`src/rtl/skl_pkg.sv`:
```
package skl_pkg;

  // Generate/propagate pair of one bit or one span.
  typedef struct packed {
    logic g;
    logic p;
  } gp_t;

endpackage

```
`src/rtl/skl_cells.sv`:
```
// Prefix cells: full combine, reduced combine (span reaching bit 0), buffer.
module skl_dot_full
  import skl_pkg::*;
(
  input  gp_t hi,
  input  gp_t lo,
  output gp_t y
);
  assign y.g = hi.g | (hi.p & lo.g);
  assign y.p = hi.p & lo.p;
endmodule

module skl_dot_gray
  import skl_pkg::*;
(
  input  gp_t  hi,
  input  logic lo_g,
  output gp_t  y
);
  // Span now ends at bit 0: only the group generate matters downstream.
  assign y.g = hi.g | (hi.p & lo_g);
  assign y.p = 1'b0;
endmodule

module skl_buf
  import skl_pkg::*;
(
  input  gp_t a,
  output gp_t y
);
  assign y = a;
endmodule

```
`src/rtl/skl_pre.sv`:
```
module skl_pre
  import skl_pkg::*;
#(
  parameter int W = 16
) (
  input  logic [W-1:0] op_a,
  input  logic [W-1:0] op_b,
  output gp_t          bit_gp [0:W-1]
);
  for (genvar i = 0; i < W; i++) begin : g_bit
    assign bit_gp[i].g = op_a[i] & op_b[i];
    assign bit_gp[i].p = op_a[i] ^ op_b[i];
  end
endmodule

```
`src/rtl/skl_tree.sv`:
```
// Divide-and-conquer prefix tree. At level lv a node whose index has bit lv
// set merges with the top node of the lower half of its 2^(lv+1) block.
module skl_tree
  import skl_pkg::*;
#(
  parameter int W = 16
) (
  input  gp_t          bit_gp [0:W-1],
  output logic [W-1:0] grp_g
);
  localparam int LVL = $clog2(W);

  gp_t  nd [0:LVL][0:W-1];
  logic [W-1:0] last_p;
  logic unused_last_p;

  for (genvar i = 0; i < W; i++) begin : g_in
    assign nd[0][i] = bit_gp[i];
  end

  for (genvar lv = 0; lv < LVL; lv++) begin : g_lvl
    for (genvar i = 0; i < W; i++) begin : g_node
      if (((i >> lv) & 1) == 1) begin : g_merge
        localparam int LOW   = ((i >> lv) << lv) - 1;
        localparam int START = (i >> (lv + 1)) << (lv + 1);
        if (START == 0) begin : g_red
          skl_dot_gray u_cell (
            .hi   (nd[lv][i]),
            .lo_g (nd[lv][LOW].g),
            .y    (nd[lv+1][i])
          );
        end else begin : g_full
          skl_dot_full u_cell (
            .hi (nd[lv][i]),
            .lo (nd[lv][LOW]),
            .y  (nd[lv+1][i])
          );
        end
      end else begin : g_pass
        skl_buf u_buf (
          .a (nd[lv][i]),
          .y (nd[lv+1][i])
        );
      end
    end
  end

  for (genvar i = 0; i < W; i++) begin : g_out
    assign grp_g[i]  = nd[LVL][i].g;
    assign last_p[i] = nd[LVL][i].p;
  end

  // Spans ending at bit 0 carry no useful propagate term.
  assign unused_last_p = ^last_p;
endmodule

```
`src/rtl/skl_post.sv`:
```
module skl_post #(
  parameter int W = 16
) (
  input  logic [W-1:0] p_bit,
  input  logic [W-1:0] grp_g,
  output logic [W-1:0] sum,
  output logic         cout
);
  assign sum[0] = p_bit[0];
  for (genvar i = 1; i < W; i++) begin : g_sum
    assign sum[i] = p_bit[i] ^ grp_g[i-1];
  end
  assign cout = grp_g[W-1];
endmodule

```
`src/rtl/sklansky_adder.sv`:
```
module sklansky_adder
  import skl_pkg::*;
#(
  parameter int W = 16
) (
  input  logic         clk,
  input  logic         rst,
  input  logic [W-1:0] op_a,
  input  logic [W-1:0] op_b,
  output logic [W-1:0] sum_q,
  output logic         cout_q
);
  gp_t          bit_gp [0:W-1];
  logic [W-1:0] p_bit;
  logic [W-1:0] grp_g;
  logic [W-1:0] sum_d;
  logic         cout_d;

  skl_pre #(.W(W)) u_pre (
    .op_a   (op_a),
    .op_b   (op_b),
    .bit_gp (bit_gp)
  );

  for (genvar i = 0; i < W; i++) begin : g_p
    assign p_bit[i] = bit_gp[i].p;
  end

  skl_tree #(.W(W)) u_tree (
    .bit_gp (bit_gp),
    .grp_g  (grp_g)
  );

  skl_post #(.W(W)) u_post (
    .p_bit (p_bit),
    .grp_g (grp_g),
    .sum   (sum_d),
    .cout  (cout_d)
  );

  always_ff @(posedge clk) begin
    if (rst) begin
      sum_q  <= '0;
      cout_q <= 1'b0;
    end else begin
      sum_q  <= sum_d;
      cout_q <= cout_d;
    end
  end
endmodule

```
`config.mk`:
```
export PLATFORM = sky130hd
export DESIGN_NAME = sklansky_adder
export DESIGN_NICKNAME = d
export VERILOG_FILES = /design/src/rtl/skl_pkg.sv /design/src/rtl/skl_cells.sv /design/src/rtl/skl_pre.sv /design/src/rtl/skl_tree.sv /design/src/rtl/skl_post.sv /design/src/rtl/sklansky_adder.sv
export SDC_FILE = /design/constraint.sdc
export NUM_CORES = 1
export LEC_CHECK = 0
export BUFFER_PORTS_ARGS = -buffer_cell sky130_fd_sc_hd__clkbuf_2
export CELL_PAD_IN_SITES_DETAIL_PLACEMENT = 1
export CELL_PAD_IN_SITES_GLOBAL_PLACEMENT = 1
export CORE_MARGIN = 2
export CORE_UTILIZATION = 33
export DETAILED_ROUTE_END_ITERATION = 8
export PLACE_DENSITY_LB_ADDON = 0.1
export RECOVER_POWER = 50
export SYNTH_ARGS = -nofsm -noshare
export SYNTH_HDL_FRONTEND = slang
export SYNTH_SLANG_ARGS = --single-unit
```
`constraint.sdc`:
```
create_clock -name clk -period 4.1 [get_ports clk]
set_clock_uncertainty 0.05 [all_clocks]
set_input_delay 0.82 -clock clk [delete_from_list [all_inputs] [get_ports clk]]
set_output_delay 0.82 -clock clk [all_outputs]
set_load 0.05 [all_outputs]
```
==> out/results.ini <==
[run_status]
status=finished, final reports clean

[clock_network]
cts-root-buf=clkbuf_4
cts_tree=done
path_clk_slew_ps=110
cts_buffers=3
cts_buffer_depth=2
postCtsHoldBufs=0
clkSinkCount=17
cts_setup_buffers=0
cts.htree.levels=1
cts_resized=0

[setup_path]
cp_common_cell=a21o_1
max_stage_delay_ps=400
crit_required_ps=4210
worstSetupPathType=in -> reg
cp-start-kind=input port
path_cells=clkbuf_2, ha_1, fa_1, a21o_1, a21o_1, a31o_4, a21o_2, a21o_1, fa_1, xnor2_1, nor2_1
worst_setup_path_end_kind=register
worstPathMaxFanout=4
crit_arrival_ps=3170
slowest_stage=fa_1

[timing]
fin_hold_ws_ps=799
tightest_slew_ps=951
max_freq_ghz=0.327
post-route-period-util_pct=74.7
finalCriticalPeriod_ps=3060
rsz0062_at_grt=false
slew_violations=0
tns_ps=0
setup_viol=0
hold_violations=0
relSlewSlack_pct=36.6
setup_slack_ps=1040

[floorplan]
core_area_mm2=0.00300
start_util_pct=34.2
die_area_mm2=0.00357
io_pins=51
die_x_um=59.8
fp-row-count=20
die_h_um=59.8

[global_routing]
grt-ovfl-total=0
met2_usage_pct=24.8
grt_max_degree=24
grt_pass1_wl_um=3840
antenna_found_initial=0
grt_util_all_layers_pct=14.6
grt_util_met1_pct=17.7
grt_pass1_vias=856
grt_busiest_layer=met2
grt_use_met3_pct=1.95

[synthesis]
synthXorXnorAreaFrac_pct=5.97
synthCells=96
syn-num-nets=149
synth_compound_gate_area_share_pct=16.9
ys.warnings.count=0
yosysSeqAreaShare_pct=33.1
synthAdderAreaFrac_pct=26.1
ys_types=32
synth_seq_cells=17
synth_top_family_by_area=adder cells
synth.avg_cell_area_um2=10.7
synthMuxAreaShare_pct=3.17
synthSimpleGateAreaFrac_pct=13.6
netlist_area_mm2=0.00103

[routing]
antenna_left=0
via_per_inst=4.81
vias=870
drt-total-wl_um=2320
first_iter_violations=8
drcViolationCount=0
dr.pass1.iters=4
wire_per_inst_um=12.8

[layout]
diodes=0
utilization_pct=43.9
final_common_cell=clkbuf_2
drive_above_1_share_pct=31.8
most-common-layout-cells=34 x clkbuf_2, 17 x dfxtp_1, 16 x clkbuf_1
final_area_mm2=0.00132
instances_no_fill=181
area_delta_synth_final_pct=28.4
fill_cells=360
fin_nets=202

[placement]
hpwlAfterDp_um=1920
routabilityCongestion=0.738
io_buffers=50
post_dp_cell_area_mm2=0.00131
dpl.cell_count=177
preCtsSetupSlack_ps=723

[pwr]
power.density_mw_per_mm2=375
vdd_drop_max_uv=121
power.total_uw=495
leakagePower_nw=0.644

[run]
drv_cap=0

[hold_path]
hold_path.class=in -> reg

flip-flops by register name, indices dropped and copies added, names as in the netlist:
name    flops
cout_q      1
sum_q      16
final cells by class:
cell class / count / area (µm²) / share of cell area, %
well taps: 33 / 41.3 / 3.13
repair buffers: 50 / 230 / 17.5
clock inverters: 1 / 5.00 / 0.380
flip-flops and latches: 17 / 340 / 25.8
multi-input cells: 76 / 676 / 51.2
clock buffers: 3 / 22.5 / 1.71
inverters: 1 / 3.75 / 0.285
cell usage after synthesis (all sizes together):
cell type / number / share of area, %
mux2i: 1 / 0.97
o31a: 1 / 0.85
a21oi: 3 / 1.5
a31oi: 1 / 0.61
a21o: 6 / 4.5
nor2b: 7 / 4.3
o22ai: 1 / 0.61
and3: 2 / 1.2
a211o: 1 / 0.97
nand2: 1 / 0.37
nor2: 11 / 4.0
nand3: 1 / 0.49
clkbuf: 1 / 0.37
ha: 15 / 18
fa: 4 / 7.8
dfxtp: 17 / 33
o21ba: 1 / 0.97
nand2b: 2 / 1.2
a221oi: 1 / 2.6
mux2: 2 / 2.2
o21ai: 2 / 0.97
a31o: 2 / 2.6
nand4: 1 / 0.61
or2: 1 / 0.61
o311ai: 1 / 0.85
inv: 1 / 0.37
buf: 1 / 0.37
xnor2: 7 / 6.0
or3b: 1 / 0.85
report_power, final:
part           internal [mW]  switching, mW  total (mW)
sequential             0.187        0.00596       0.193
combinational         0.0713          0.139       0.210
clock                 0.0362         0.0560      0.0923
total                  0.294          0.201       0.495
worst max-delay path: cells and delay by family:
kind | cells | cell delay [ps]
xor+xnor | 1 | 170
fa+ha+maj | 3 | 980
simple gates | 1 | 50
buf+inv | 1 | 80
compound gates | 5 | 1050
final timing paths:
check	from	endpoint	slack, ps	cells past startpoint
max	op_a[0]	sum_q[9]	1040	11
min	op_b[0]	sum_q[0]	800	3
cells by family (layout without fill, tap and decap cells):
group | Yosys count | after routing
AND/OR/NAND/NOR | 27 | 27
AO/OA/AOI/OAI | 20 | 20
adder cells (fa/ha/maj) | 19 | 19
flip-flops | 17 | 17
XOR/XNOR | 7 | 7
multiplexers | 3 | 3
buffers and inverters | 3 | 55
layer usage:
metal / vias up / wire (µm)
met5: - / 0
met4: 0 / 38
met3: 2 / 120
met2: 28 / 1210
met1: 398 / 954
li1: 442 / -
No activity file was read; power rests on OpenSTA's default activity.
